**config.mk**
```make
export PLATFORM = sky130hd
export DESIGN_NAME = uart_lp_ctrl
export DESIGN_NICKNAME = d
export VERILOG_FILES = /design/src/rtl/uart_lp_pkg.sv /design/src/rtl/uart_lp_sync.sv /design/src/rtl/uart_lp_fsm.sv /design/src/rtl/uart_lp_wirq.sv /design/src/rtl/uart_lp_ctrl.sv
export SDC_FILE = /design/constraint.sdc
export NUM_CORES = 1
export LEC_CHECK = 0
export BUFFER_PORTS_ARGS = -buffer_cell sky130_fd_sc_hd__buf_2
export CAP_MARGIN = 20
export CELL_PAD_IN_SITES_DETAIL_PLACEMENT = 1
export CELL_PAD_IN_SITES_GLOBAL_PLACEMENT = 1
export CORE_MARGIN = 3
export CORE_UTILIZATION = 38
export DETAILED_ROUTE_END_ITERATION = 10
export PLACE_DENSITY = 0.74
export SYNTH_ARGS = -nofsm -noshare
export SYNTH_HDL_FRONTEND = slang
export SYNTH_HIERARCHICAL = 1
export SYNTH_SLANG_ARGS = --single-unit
```
**constraint.sdc**
```tcl
create_clock -name clk -period 1.5 [get_ports clk]
set_input_delay 0.3 -clock clk [delete_from_list [all_inputs] [get_ports clk]]
set_output_delay 0.3 -clock clk [all_outputs]
set_load 0.005 [all_outputs]
```
**src/rtl/uart_lp_pkg.sv**
```systemverilog
package uart_lp_pkg;

    localparam int MODEM_W = 4;
    localparam int LINE_W  = MODEM_W + 1;

    typedef enum logic [2:0] {
        LP_RUN  = 3'd0,
        LP_DOZE = 3'd1,
        LP_ISOL = 3'd2,
        LP_WARM = 3'd3,
        LP_HELD = 3'd4
    } lp_state_e;

    typedef struct packed {
        logic osc_en;
        logic clk_en;
        logic bus_iso;
    } lp_ctl_t;

    function automatic lp_ctl_t lp_decode(input lp_state_e s);
        lp_ctl_t c;
        c.osc_en  = !(s == LP_DOZE || s == LP_ISOL);
        c.clk_en  = (s == LP_RUN || s == LP_HELD);
        c.bus_iso = (s == LP_ISOL);
        return c;
    endfunction

endpackage

```
**src/rtl/uart_lp_sync.sv**
```systemverilog
module uart_lp_sync #(
    parameter int W = 5
) (
    input  logic         clk,
    input  logic         rst,
    input  logic [W-1:0] din,
    output logic [W-1:0] fall,
    output logic [W-1:0] chg
);
    for (genvar i = 0; i < W; i++) begin : g_line
        logic s1, s2, prev;
        always_ff @(posedge clk) begin
            if (rst) begin
                s1   <= 1'b1;
                s2   <= 1'b1;
                prev <= 1'b1;
            end else begin
                s1   <= din[i];
                s2   <= s1;
                prev <= s2;
            end
        end
        assign fall[i] = prev & ~s2;
        assign chg[i]  = prev ^ s2;
    end
endmodule

```
**src/rtl/uart_lp_fsm.sv**
```systemverilog
module uart_lp_fsm
    import uart_lp_pkg::*;
#(
    parameter int STARTUP_CYCLES = 16
) (
    input  logic      clk,
    input  logic      rst,
    input  logic      sleep_en,
    input  logic      psave,
    input  logic      irq_pend,
    input  logic      wake_ev,
    input  logic      msr_rd,
    output lp_state_e state,
    output logic      low_pwr
);
    localparam int CNT_W = $clog2(STARTUP_CYCLES + 1);
    localparam logic [CNT_W-1:0] CNT_LAST = CNT_W'(STARTUP_CYCLES - 1);

    lp_state_e        st_q, st_d;
    logic [CNT_W-1:0] cnt_q, cnt_d;
    logic             ret_q, ret_d;
    logic             seen_q, seen_d;

    always_comb begin
        st_d   = st_q;
        cnt_d  = cnt_q;
        ret_d  = ret_q;
        seen_d = seen_q;
        case (st_q)
            LP_RUN: begin
                if (sleep_en && !irq_pend) st_d = LP_DOZE;
            end
            LP_DOZE: begin
                if (!sleep_en || irq_pend || wake_ev) begin
                    st_d  = LP_WARM;
                    ret_d = 1'b0;
                    cnt_d = '0;
                end else if (psave) begin
                    st_d = LP_ISOL;
                end
            end
            LP_ISOL: begin
                if (!sleep_en || !psave) begin
                    st_d  = LP_WARM;
                    ret_d = 1'b0;
                    cnt_d = '0;
                end else if (wake_ev || irq_pend) begin
                    st_d  = LP_WARM;
                    ret_d = 1'b1;
                    cnt_d = '0;
                end
            end
            LP_WARM: begin
                if (cnt_q == CNT_LAST) begin
                    st_d   = ret_q ? LP_HELD : LP_RUN;
                    cnt_d  = '0;
                    seen_d = 1'b0;
                end else begin
                    cnt_d = cnt_q + 1'b1;
                end
            end
            LP_HELD: begin
                if (msr_rd) seen_d = 1'b1;
                if (!sleep_en || !psave) begin
                    st_d = LP_RUN;
                end else if ((seen_q || msr_rd) && !irq_pend) begin
                    st_d = LP_ISOL;
                end
            end
            default: st_d = LP_RUN;
        endcase
    end

    always_ff @(posedge clk) begin
        if (rst) begin
            st_q   <= LP_RUN;
            cnt_q  <= '0;
            ret_q  <= 1'b0;
            seen_q <= 1'b0;
        end else begin
            st_q   <= st_d;
            cnt_q  <= cnt_d;
            ret_q  <= ret_d;
            seen_q <= seen_d;
        end
    end

    assign state   = st_q;
    assign low_pwr = (st_q == LP_DOZE) || (st_q == LP_ISOL);
endmodule

```
**src/rtl/uart_lp_wirq.sv**
```systemverilog
module uart_lp_wirq (
    input  logic clk,
    input  logic rst,
    input  logic enable,
    input  logic clr,
    input  logic set,
    output logic req
);
    always_ff @(posedge clk) begin
        if (rst)                 req <= 1'b0;
        else if (!enable || clr) req <= 1'b0;
        else if (set)            req <= 1'b1;
    end
endmodule

```
**src/rtl/uart_lp_ctrl.sv**
```systemverilog
module uart_lp_ctrl
    import uart_lp_pkg::*;
#(
    parameter int STARTUP_CYCLES = 16
) (
    input  logic               clk,
    input  logic               rst,
    input  logic               sleep_en_i,
    input  logic               psave_i,
    input  logic               irq_pend_i,
    input  logic               rx_i,
    input  logic [MODEM_W-1:0] modem_n_i,
    input  logic               msr_rd_i,
    input  logic               isr_rd_i,
    input  logic               wake_irq_en_i,
    output logic               osc_en_o,
    output logic               clk_en_o,
    output logic               bus_iso_o,
    output logic               wake_irq_o
);
    logic [LINE_W-1:0] fall, chg;
    logic              wake_ev, low_pwr;
    lp_state_e         state;
    lp_ctl_t           ctl;
    logic              msr_gated, isr_gated;

    uart_lp_sync #(.W(LINE_W)) u_sync (
        .clk (clk),
        .rst (rst),
        .din ({modem_n_i, rx_i}),
        .fall(fall),
        .chg (chg)
    );

    assign wake_ev = fall[0] | (|chg[LINE_W-1:1]);

    assign ctl       = lp_decode(state);
    assign msr_gated = msr_rd_i & ~ctl.bus_iso;
    assign isr_gated = isr_rd_i & ~ctl.bus_iso;

    uart_lp_fsm #(.STARTUP_CYCLES(STARTUP_CYCLES)) u_fsm (
        .clk     (clk),
        .rst     (rst),
        .sleep_en(sleep_en_i),
        .psave   (psave_i),
        .irq_pend(irq_pend_i),
        .wake_ev (wake_ev),
        .msr_rd  (msr_gated),
        .state   (state),
        .low_pwr (low_pwr)
    );

    uart_lp_wirq u_wirq (
        .clk   (clk),
        .rst   (rst),
        .enable(wake_irq_en_i),
        .clr   (isr_gated),
        .set   (wake_ev & low_pwr),
        .req   (wake_irq_o)
    );

    assign osc_en_o  = ctl.osc_en;
    assign clk_en_o  = ctl.clk_en;
    assign bus_iso_o = ctl.bus_iso;
endmodule

```
---- Yosys cells after proc, flatten, opt, wreduce, memory -nomap -nowiden ----
Cells that the tools add are included.
cells by class
  reduce and logical (&&, ||, !) cells .... 25
  mux-type cells .......................... 22
  $add $sub $neg .......................... 1
  equal/unequal tests ..................... 12
  bitwise operators ....................... 11
operators with widths
  operator             number
  $mux 3               9
  $mux 5               4
  $pmux 3 s5           1
  $pmux 5 s3           1
  $reduce_and 3->1     3
  $logic_or 1x1->1     8
  $ne 2x1->1 const B   4
  $eq 3x2->1 const B   2
  $ne 3x1->1 const B   2
  $add 5x1->5 const B  1
  $eq 5x4->1 const B   1
  $logic_not 1->1      5
  $mux 1               5
  $reduce_and 5->1     1
  $and 1x1->1          4
  $pmux 1 s2           2
  $reduce_bool 2->1    2
  $reduce_or 4->1      1
  $xor 1x1->1          4
  $eq 3x1->1 const B   1
  $eq 3x3->1 const B   1
  $logic_not 3->1      1
  $ne 3x2->1 const B   1
  $reduce_bool 3->1    1
  other kinds (4)      6
word-level totals
  logic and storage cells ................. 91
  register bits after elaboration ......... 26
  output and inout bits ................... 4
  input bits .............................. 13

---- Longest topological paths before layout ----
Gate-level depths: netlist (run 1).
  depth in word-level cells ............... 8
  depth in mapped cells ................... 9
  gate-level depth less buffers ........... 9

---- Cells and area by module ----
The synthesis (run 1) kept the hierarchy.
by module, submodules not included
  module        times used  cells each  area an instance (um^2)
  uart_lp_fsm   1           70          598.1
  uart_lp_sync  1           46          505.5
  uart_lp_ctrl  1           10          70.1
  uart_lp_wirq  1           3           38.8

---- Least setup slack after synthesis (run 1) ----
OpenSTA, ideal clock, no wires.
  kind .................................... flip-flop to flip-flop
  start point ............................. reg u_sync.g_line[2].s2
  end point ............................... reg u_fsm.cnt_q[1]
  setup time .............................. 92 ps
  arrival time ............................ 1570 ps
  buffers on the path ..................... 0
  setup slack ............................. -162 ps
  clock period less this slack ............ 1662 ps
  cell stages (with the launch flop) ...... 9
  data required time ...................... 1408 ps
  path through ............................ dfxtp_1 > inv_1 > ha_1 > inv_1 > nor3_1 > nand2_1 > nor3b_2 > a21oi_1 > o32ai_1
on the way
  cells in the longest elaborated chain, start to end .. 6
  elaborated cells on any way between the ends .. 8
  classes of those cells .................. 2 x eq/ne; 2 x bitwise; 4 x reduce/logical
RTL lines
  element                                             RTL line                              text
  from (decl)                                         uart_lp_sync.sv:11                    logic s1, s2, prev;
  from (signal assigned)                              uart_lp_sync.sv:15                    s2 <= 1'b1;
  from (signal assigned)                              uart_lp_sync.sv:19                    s2 <= s1;
  $xor 1x1->1 *                                       uart_lp_sync.sv:24                    assign chg[i] = prev ^ s2;
  via chg[2]                                          uart_lp_ctrl.sv:21                    logic [LINE_W-1:0] fall, chg;
  $reduce_or 4->1 *                                   uart_lp_ctrl.sv:35                    assign wake_ev = fall[0] | (|chg[LINE_W-1:1]);
  $or 1x1->1 *                                        uart_lp_ctrl.sv:35
  via wake_ev                                         uart_lp_ctrl.sv:22                    logic wake_ev, low_pwr;
  $logic_or 1x1->1, on equally long branches          uart_lp_fsm.sv:47, uart_lp_fsm.sv:34
  $ne 3x1->1 (no line) or $ne 2x1->1 (tied branches)  n/a
  $reduce_and 3->1 (no line) *                        n/a
  to (signal assigned)                                uart_lp_fsm.sv:82                     cnt_q <= cnt_d;
  to (decl)                                           uart_lp_fsm.sv:20                     logic [CNT_W-1:0] cnt_q, cnt_d;
Mark *: on every way through the listed nets, which the timed path passes. The rest lies on a longest branch.
A chain may end at the register's enable or synchronous reset.

---- Worst setup path after layout (run 1) ----
  start point ............................. reg u_sync.g_line[3].s2
  end point ............................... reg u_fsm.cnt_q[1]
on the way
  cells in the longest elaborated chain, start to end .. 6
  elaborated cells on any way between the ends .. 8
  classes of those cells .................. 2 x eq/ne; 2 x bitwise; 4 x reduce/logical
RTL lines
  element                                             RTL line
  from (decl)                                         uart_lp_sync.sv:11
  from (signal assigned)                              uart_lp_sync.sv:15
  from (signal assigned)                              uart_lp_sync.sv:19
  $xor 1x1->1 *                                       uart_lp_sync.sv:24
  via chg[3]                                          uart_lp_ctrl.sv:21
  $reduce_or 4->1 *                                   uart_lp_ctrl.sv:35
  $or 1x1->1 *                                        uart_lp_ctrl.sv:35
  via wake_ev                                         uart_lp_ctrl.sv:22
  $logic_or 1x1->1, on equally long branches          uart_lp_fsm.sv:47, uart_lp_fsm.sv:34
  $ne 3x1->1 (no line) or $ne 2x1->1 (tied branches)  n/a
  $reduce_and 3->1 (no line) *                        n/a
Marked as above.

==> results of run 1 <==
final cells by class:
class | instances | area share
multi-input cells | 86 | 0.451
flip-flops and latches | 26 | 0.318
repair buffers | 32 | 0.143
well taps | 42 | 0.0314
inverters | 11 | 0.0246
clock inverters | 1 | 0.0179
clock buffers | 3 | 0.0134
layer usage:
layer  vias up  share of wire  GRT usage
met5         -              0          0
met4         0         0.0056     0.0386
met3         2          0.022     0.0378
met2        13           0.56      0.317
met1       492           0.41      0.165
li1        487              -          -
worst reg2reg max path, delay by kind of cell (launching register included):
family,cells,cell delay (ns)
and+or+nand+nor,3,0.49
buffers and inverters,3,0.22
DFF,1,0.36
AOI/OAI and AO/OA,2,0.30
adders and majority gates,1,0.25
stage by stage:
stage	total power, uW	worst slack [ns]	std cells
after global placement	912	-0.150	191
after CTS	1420	-0.240	198
after detailed placement	922	-0.293	191
after floorplan	854	-0.0843	128
final	1450	-0.235	201
after global routing	1520	-0.332	201
state kept, by name, indices dropped and copies added (netlist names):
| register | count |
|---|---|
| u_fsm/state | 3 |
| u_sync/g_line.s2 | 5 |
| u_sync/g_line.s1 | 5 |
| u_fsm/cnt_q | 5 |
| u_sync/g_line.prev | 5 |
| u_wirq/req | 1 |
| u_fsm/seen_q | 1 |
| u_fsm/ret_q | 1 |
power by group through the flow:
stage	registers [uW]	logic (uW)	clock network, uW
finish	724	245	484
global placement	736	176	0
floorplan	738	116	0
CTS	725	207	491
detailed placement	738	185	0
global route	728	269	525
repair_timing:
item | 4_1_cts | 5_1_grt
setup buffers | 3 | 5
gates cloned | 1 | 0
pin swaps | 6 | 8
resized for setup | 23 | 17
setup endpoints to repair | 10 | 12
cell usage in the layout, fill, tap and decap left out, types with 5 or more instances in the layout:
cell type / n
dfxtp_1: 20
nand2_1: 6
nand2b_1: 8
buf_6: 6
inv_1: 6
inv_2: 5
nor2_1: 8
buf_4: 9
or2_1: 15
buf_2: 15
worst paths after layout:
kind | startpoint | endpoint | slack [ns] | cells past startpoint
worst max-delay path | u_sync/g_line[3].s2$_SDFF_PP1_ | u_fsm/cnt_q[1]$_SDFFE_PP0P_ | -0.23 | 9
worst min-delay path | modem_n_i[1] | u_sync/g_line[2].s1$_SDFF_PP1_ | 0.14 | 2
worst max register to register | u_sync/g_line[3].s2$_SDFF_PP1_ | u_fsm/cnt_q[1]$_SDFFE_PP0P_ | -0.23 | 9
worst min register to register | u_sync/g_line[4].s1$_SDFF_PP1_ | u_sync/g_line[4].s2$_SDFF_PP1_ | 0.42 | 1
==> results by group, run 1 <==
Worst setup path
  • Worst setup EP type: register
  • Most frequent cell on the critical path: inv_2
  • Delay-heaviest family, CP: simple AND/OR/NAND/NOR gates
  • Worst EP arrival: 1.97 ns
  • CP startpoint kind: register
  • Worst path cell trace: inv_2 -> ha_4 -> inv_2 -> nor3_2 -> nand2_1 -> nor3b_4 -> buf_6 -> a21oi_4 -> o32ai_2
  • CP peak stage delay: 0.36 ns
  • Crit Path Max Fanout: 5
  • Critical setup path kind: reg2reg
  • WP buf/inv: 3
  • Worst path required time: 1.74 ns
  • Critical path's slowest cell: dfxtp_2

Timing
  • Final WS setup: -0.235 ns
  • Fmax: 576 MHz
  • Fin. Hold Viols: 0
  • Pins Over Slew Limit: 0
  • WHS: between 0.1 and 0.15 ns
  • # setup viols final: 10
  • RSZ-0062 raised after global routing: true
  • Min Clock Period, post-route: 1.73 ns
  • Clock Skew: roughly 0.017 ns
  • Setup TNS: -1.57 ns
  • Worst-Margin Slew: 0.356 ns
  • Final worst-path cycle share: 1.16
  • Slew headroom: 0.760

Power and ir drop
  • Switching share of power: 0.242
  • Clk pwr share: 0.333
  • Internal power: approximately 1100 uW
  • Gate power share: 0.168
  • Sw Pwr: 351 uW
  • Power Dens Cells: 867 mW/mm^2
  • Worst vdd ir: roughly 870 uV
  • Pleak: 0.000677 uW
  • Seq pwr share: 0.498

Floorplanning
  • Die Ht: 62.4 um
  • Io pins: 17
  • CORE AREA: roughly 0.0029 mm^2
  • Num rows: 19
  • Die area: approximately 0.0039 mm^2
  • Chip width: about 62 um
  • Initial Utilization: 0.417

CTS
  • Clk_lat worst skew: 0.33 ns
  • Max clock buf depth: 2
  • Clock Sink Count: 26
  • Hold-fix buffers at CTS: 0
  • CTS tree: done
  • Root Driver: clkbuf_4
  • TritonCTS Buffers: 3
  • # H-tree levels: 1
  • Clock-pin slew on the worst setup and hold paths: 0.15 ns

Layout
  • Share of cells above drive strength 1: 0.440
  • Post-route cell area: between 0.0015 and 0.002 mm^2
  • Area Overhead vs Synth: 38.6%
  • FF+latch area: 533 um^2
  • Area of the multi-input gates: 756 um^2
  • Filler instances: approximately 340
  • Final Util: 0.578
  • Final #Nets: 179
  • # diodes: 0

Route
  • Antenna-violating nets left: 0
  • Avg Vias per Cell: 4.95
  • Via count: just under 1000
  • Initial DRC Count: 19
  • WL final: about 3100 um
  • Wire length per cell: 15.2 um
  • DRC: 0
  • TritonRoute pass-1 iters: 4

Global routing
  • Initial antenna violation count: 0
  • Total Routing Usage GR: 0.159
  • Remaining global-route overflow: 0
  • Largest net degree at the start of global routing: 18
  • Number of global-route vias before repair: 1067
  • Global-route wire length before repair: 4930 um

Synthesis
  • Yosys warns: 6
  • Post-synth net total: between 100 and 150
  • Syn Area/Cell: 9.44 um^2
  • Syn Std Cell Area: 0.00121 mm^2
  • Syn Inst Count: about 130

Flow run
  • Max Cap Viol: 0

Outcome
  • Failing checks: setup timing
  • Status: finished, violations left

Place
  • Placement Cell Area: 0.00140 mm^2
  • DP HPWL: roughly 2000 um
  • Gpl congestion: 0.791
  • PortBufs: 16

Worst hold path
  • Hold WC Path Type: in2reg
(Power assumes the default switching activity.)
==> inputs of run 2 (changes only) <==
- CORE_UTILIZATION: 38 -> 45
- PLACE_DENSITY: 0.74 -> 0.82
- clock period: 1.5 -> 2.05 ns (I/O delays scaled with it)
==> results by group, run 2 (synthesis results as in run 1) <==
Floorplanning
  • Die Ht: 57.8 um (-7.3%)
  • Initial Utilization: 0.479 (+0.0624)
  • Io pins: 17 (unchanged)
  • Chip width: 57.8 um (-7.3%)
  • Num rows: 18 (-1)
  • Die area: 0.00334 mm^2 (-14%)
  • CORE AREA: 0.00252 mm^2 (-13%)

Power and ir drop
  • Gate power share: 0.121 (-0.047)
  • Sw Pwr: 230 uW (-35%)
  • Seq pwr share: 0.527 (+0.029)
  • Switching share of power: 0.229 (-0.0125)
  • Clk pwr share: 0.352 (+0.019)
  • Internal power: 772 uW (-30%)
  • Worst vdd ir: 497 uV (-43%)
  • Power Dens Cells: 728 mW/mm^2 (-16%)
  • Pleak: 0.000589 uW (-13%)

Timing
  • Fmax: 520 MHz (-9.8%)
  • Final worst-path cycle share: 0.939 (-0.218)
  • Worst-Margin Slew: 0.457 ns (+0.101 ns)
  • Slew headroom: 0.695 (-0.0649)
  • # setup viols final: 0 (-10)
  • Fin. Hold Viols: 0 (unchanged)
  • Clock Skew: 0.0118 ns (-0.00475 ns)
  • Min Clock Period, post-route: 1.92 ns (+0.189 ns)
  • Pins Over Slew Limit: 0 (unchanged)
  • WHS: 0.257 ns (+0.117 ns)

CTS
  • Clock-pin slew on the worst setup and hold paths: 0.15 ns (about the same)
  • Clock Sink Count: 26 (unchanged)
  • TritonCTS Buffers: 3 (unchanged)
  • Hold-fix buffers at CTS: 0 (unchanged)
  • CTS tree: done
  • # H-tree levels: 1 (unchanged)
  • Clk_lat worst skew: 0.33 ns (about the same)
  • Max clock buf depth: 2 (unchanged)
  • Root Driver: clkbuf_4

Global routing
  • Largest net degree at the start of global routing: 31 (+13)
  • Initial antenna violation count: 0 (unchanged)
  • Remaining global-route overflow: 0 (unchanged)
  • Total Routing Usage GR: 0.164 (+0.00498)
  • Global-route wire length before repair: 4220 um (-14%)
  • Number of global-route vias before repair: 913 (-14%)

Worst setup path
  • Critical path's slowest cell: dfxtp_1
  • CP peak stage delay: 0.37 ns (about the same)
  • Worst path required time: 2.29 ns (+0.55 ns)
  • Worst setup EP type: register
  • Most frequent cell on the critical path: inv_1
  • Worst EP arrival: 2.16 ns (+0.19 ns)
  • Critical setup path kind: reg2reg
  • Worst path cell trace: inv_1 -> ha_1 -> inv_1 -> nor3_1 -> nand2_1 -> nor3b_4 -> a21oi_2 -> o32ai_1
  • Delay-heaviest family, CP: simple AND/OR/NAND/NOR gates
  • Crit Path Max Fanout: 5 (unchanged)
  • WP buf/inv: 2 (-1)
  • CP startpoint kind: register

Layout
  • Share of cells above drive strength 1: 0.219 (-0.221)
  • # diodes: 0 (unchanged)
  • Final #Nets: 166 (-7.3%)
  • Post-route cell area: 0.00138 mm^2 (-18%)
  • Area of the multi-input gates: 622 um^2 (-18%)
  • Area Overhead vs Synth: 13.9%
  • Leading cell type in the layout, fill and taps excluded: dfxtp_1
  • Most frequent cells in the layout: 26 x dfxtp_1, 16 x buf_2, 15 x or2_1, 11 x inv_1, 9 x nand2b_1
  • Final Util: 0.546 (-0.0320)
  • Filler instances: 305 (-10%)
  • FF+latch area: 520 um^2 (-2.3%)

Route
  • Wire length per cell: 13.8 um (-9.4%)
  • Via count: 945 (-4.9%)
  • Initial DRC Count: 26 (+7)
  • DRC: 0 (unchanged)
  • Antenna-violating nets left: 0 (unchanged)
  • TritonRoute pass-1 iters: 4 (unchanged)
  • WL final: 2420 um (-21%)
  • Avg Vias per Cell: 5.37 (+8.6%)

Place
  • Placement Cell Area: 0.00131 mm^2 (-6.1%)
  • Gpl congestion: 0.933 (+18%)
  • DP HPWL: 1800 um (-12%)
  • PortBufs: 16 (unchanged)

Outcome
  • Status: finished, final reports clean

Worst hold path
  • Hold WC Path Type: in2reg

Flow run
  • Max Cap Viol: 0 (unchanged)
[run 2: area by class of cell]
type | instances | share of cell area
inverter | 11 | 0.0300
sequential | 26 | 0.378
clock inverter | 1 | 0.0218
timing repair buffer | 19 | 0.0745
clock buffer | 3 | 0.0164
multi-input combinational | 86 | 0.452
tap | 30 | 0.0273
[run 2: metal layers]
layer / vias to the layer above / share of wire / GRT usage
met5: - / 0 / 0
met4: 0 / 0.012 / 0.0795
met3: 4 / 0.032 / 0.0267
met2: 13 / 0.48 / 0.263
met1: 461 / 0.47 / 0.214
li1: 467 / - / -
[run 2: per-stage QoR]
stage,total power [uW],std cells,TNS (ns),setup slack [ns]
after global routing,1050,176,-0.0259,-0.0259
after CTS,1010,176,0,0.00730
after global placement,651,172,0,0.242
after floorplan,619,128,0,0.388
after detailed placement,657,172,0,0.0965
final,1000,176,0,0.126
[run 2: what timing repair did]
| item | 4_1_cts | 5_1_grt |
|---|---|---|
| setup endpoints to repair | 0 | 6 |
| gates resized for setup | 0 | 2 |
| setup buffers | 0 | 0 |
[run 2: final timing paths]
| kind | from | end | slack, ns | cells past startpoint |
|---|---|---|---|---|
| hold / removal | modem_n_i[1] | u_sync/g_line[2].s1$_SDFF_PP1_ | 0.26 | 2 |
| setup reg to reg | u_sync/g_line[2].s2$_SDFF_PP1_ | u_fsm/cnt_q[1]$_SDFFE_PP0P_ | 0.13 | 8 |
| hold reg to reg | u_sync/g_line[1].s1$_SDFF_PP1_ | u_sync/g_line[1].s2$_SDFF_PP1_ | 0.43 | 1 |
| setup / recovery | u_sync/g_line[2].s2$_SDFF_PP1_ | u_fsm/cnt_q[1]$_SDFFE_PP0P_ | 0.13 | 8 |
[run 2: power groups by stage]
stage | registers (uW) | logic [uW] | clock network, uW
detailed placement | 539 | 117 | 0
global placement | 538 | 113 | 0
global route | 531 | 137 | 383
finish | 528 | 121 | 353
CTS | 528 | 118 | 368
floorplan | 539 | 79.8 | 0
==> inputs of run 3 (changes only) <==
- CORE_UTILIZATION: 45 -> 46
- PLACE_DENSITY: 0.82 -> 0.83
- SYNTH_HIERARCHICAL: 1 -> not set
==> results by group, run 3 <==
Power and ir drop
  • Gate power share: 0.320 (+0.199)
  • Pleak: 0.000520 uW (-12%)
  • Switching share of power: 0.330 (+0.101)
  • Internal power: 930 uW (+20%)
  • Seq pwr share: 0.431 (-0.096)
  • Clk pwr share: 0.249 (-0.103)
  • Worst vdd ir: 646 uV (+30%)
  • Sw Pwr: 459 uW (+100%)
  • Tot Pwr: 1390 uW (+39%)
  • Power Dens Cells: 1040 mW/mm^2 (+42%)

Worst setup path
  • CP peak stage delay: 0.53 ns (+0.16 ns)
  • Worst path cell trace: inv_1 -> nand2_1 -> nor2_1 -> buf_2
  • Delay-heaviest family, CP: flip-flops
  • Worst setup EP type: output pin
  • Critical path's slowest cell: dfxtp_1
  • Worst EP arrival: 1.41 ns (-0.75 ns)
  • Critical setup path kind: reg2out
  • WP buf/inv: 2 (unchanged)
  • Crit Path Max Fanout: 7 (+2)
  • Worst path required time: 1.64 ns (-0.65 ns)
  • CP startpoint kind: register

Timing
  • Pins Over Slew Limit: 0 (unchanged)
  • Clock Skew: 0.0104 ns (-0.00141 ns)
  • Fmax: 549 MHz (+5.5%)
  • Min Clock Period, post-route: 1.82 ns (-0.101 ns)
  • RSZ-0062 raised after global routing: false
  • # setup viols final: 0 (unchanged)
  • Worst-Margin Slew: 0.438 ns (-0.0197 ns)
  • Fin. Hold Viols: 0 (unchanged)
  • Final worst-path cycle share: 0.889 (-0.0493)
  • Final WS setup: 0.227 ns (+0.101 ns)
  • Setup TNS: 0 ns (unchanged)
  • Slew headroom: 0.708 (+0.0131)

CTS
  • Max clock buf depth: 2 (unchanged)
  • Clk_lat worst skew: 0.32 ns (about the same)
  • # H-tree levels: 1 (unchanged)
  • TritonCTS Buffers: 3 (unchanged)
  • Root Driver: clkbuf_4
  • Post-cts sizing count: 0 (unchanged)
  • Clock Sink Count: 26 (unchanged)
  • CTS tree: done
  • Clock-pin slew on the worst setup and hold paths: 0.15 ns (about the same)
  • Hold-fix buffers at CTS: 0 (unchanged)
  • Setup bufs post-CTS: 0 (unchanged)

Floorplanning
  • Initial Utilization: 0.515 (+0.0358)
  • Num rows: 17 (-1)
  • Chip width: 57.2 um (-1.1%)
  • Die area: 0.00327 mm^2 (-2.2%)
  • Io pins: 17 (unchanged)
  • CORE AREA: 0.00234 mm^2 (-7.2%)
  • Die Ht: 57.2 um (-1.1%)

Layout
  • Leading cell type in the layout, fill and taps excluded: dfxtp_1
  • Final #Nets: 148 (-11%)
  • Filler instances: 260 (-15%)
  • # diodes: 0 (unchanged)
  • Area of the multi-input gates: 634 um^2 (+2.0%)
  • Area Overhead vs Synth: 11.3%
  • FF+latch area: 520 um^2 (unchanged)
  • Most frequent cells in the layout: 26 x dfxtp_1, 16 x buf_2, 15 x or2_2, 7 x nand2b_1
  • Share of cells above drive strength 1: 0.383 (+0.164)

Global routing
  • Global-route wire length before repair: 4370 um (+3.8%)
  • Initial antenna violation count: 0 (unchanged)
  • Number of global-route vias before repair: 915 (+0.22%)
  • Remaining global-route overflow: 0 (unchanged)
  • Largest net degree at the start of global routing: 30 (-3.2%)
  • Total Routing Usage GR: 0.172 (+0.00809)

Synthesis
  • Seq/Total Area, Yosys: 0.432
  • Yosys warns: 0 (-6)
  • Syn Std Cell Area: 0.00120 mm^2 (-0.31%)
  • Share of the synthesized area in the top cell type: 0.432
  • Syn Area/Cell: 10.2 um^2 (+8.1%)
  • Post-synth ARST share: 0
  • Largest cells by area after synthesis: dfxtp_1 43%, or2_2 7.8%, xnor2_2 4.0%, nand2b_1 3.6%, a21oi_1 2.5%
  • Post-synth net total: 132 (-10%)
  • Cell type with the highest aggregate area in the netlist: dfxtp_1
  • Count leader, synth: dfxtp_1
  • Flops & latches, synth: 26
  • Most frequent cells after synthesis: 26 x dfxtp_1, 15 x or2_2, 7 x nand2b_1
  • Post-synthesis cell type count: 47
  • Syn Inst Count: 118 (-7.8%)
  • Number of synthesized flops with an enable pin: 0
  • Dominant synthesized flop cell: dfxtp_1

Route
  • WL final: 2570 um (+6.0%)
  • Avg Vias per Cell: 5.59 (+4.1%)
  • DRC: 0 (unchanged)
  • Initial DRC Count: 23 (-12%)
  • Antenna-violating nets left: 0 (unchanged)
  • TritonRoute pass-1 iters: 4 (unchanged)
  • Via count: 900 (-4.8%)
  • Wire length per cell: 16.0 um (+16%)

Place
  • Pre-CTS setup slack: 0.437 ns (+0.341 ns)
  • Gpl congestion: 0.917 (-1.7%)
  • DP HPWL: 1880 um (+4.7%)
  • PortBufs: 16 (unchanged)

Worst hold path
  • Hold WC Path Type: in2reg

Flow run
  • Max Cap Viol: 0 (unchanged)

Outcome
  • Status: finished, final reports clean
-- run 3: through the flow --
| stage | hold WS, ns | utilization | area, um^2 | cells |
|---|---|---|---|---|
| final | 0.273 | 0.573 | 1340 | 161 |
| after global routing | 0.247 | 0.573 | 1340 | 161 |
| after CTS | 0.256 | 0.573 | 1340 | 161 |
| after detailed placement | 0.399 | 0.551 | 1290 | 157 |
| after global placement | 0.392 | 0.551 | 1290 | 157 |
| after floorplan | 0.389 | - | 1200 | 118 |
-- run 3: path summary, 6_finish.rpt --
check	startpoint	to	depth (start not counted)	slack [ns]
min reg2reg	u_sync.g_line[3].s1$_SDFF_PP1_	u_sync.g_line[3].s2$_SDFF_PP1_	1	0.43
max reg2reg	u_fsm.cnt_q[0]$_SDFFE_PP0P_	u_fsm.state[1]$_SDFFE_PP0P_	6	0.36
max	u_fsm.state[2]$_SDFFE_PP0P_	bus_iso_o	4	0.23
min	modem_n_i[3]	u_sync.g_line[4].s1$_SDFF_PP1_	2	0.27
-- run 3: power by group through the flow --
stage	registers, uW	clock network, uW	logic (uW)
after floorplan	567	0	374
after global placement	605	0	430
after detailed placement	611	0	439
after CTS	600	361	443
after global routing	606	380	491
final	599	346	444
-- run 3: per-layer routing --
layer,vias to the layer above,GRT usage,part of all wire
li1,447,-,-
met1,432,0.222,0.46
met2,19,0.297,0.50
met3,2,0.0407,0.035
met4,0,0.0298,0.0047
met5,-,0,0
-- run 3: cells by family after synthesis --
group,synth area share
and+or+nand+nor,0.294
AOI/OAI and AO/OA,0.167
DFF,0.432
buffers and inverters,0.0415
xor gates and xnor gates,0.0550
adders and majority gates,0.0104
-- run 3: layout make-up --
| class | instances | share of cell area |
|---|---|---|
| tap | 28 | 0.0261 |
| clock inverter | 1 | 0.0224 |
| sequential | 26 | 0.388 |
| multi-input combinational | 83 | 0.473 |
| inverter | 3 | 0.00840 |
| clock buffer | 3 | 0.0168 |
| timing repair buffer | 17 | 0.0653 |
-- run 3: worst register-to-register path, delay by kind of cell (launching register included) --
family | cells | cell delay (ns)
and+or+nand+nor | 4 | 0.69
DFF | 1 | 0.44
AOI/OAI and AO/OA | 1 | 0.21
adders and majority gates | 1 | 0.25
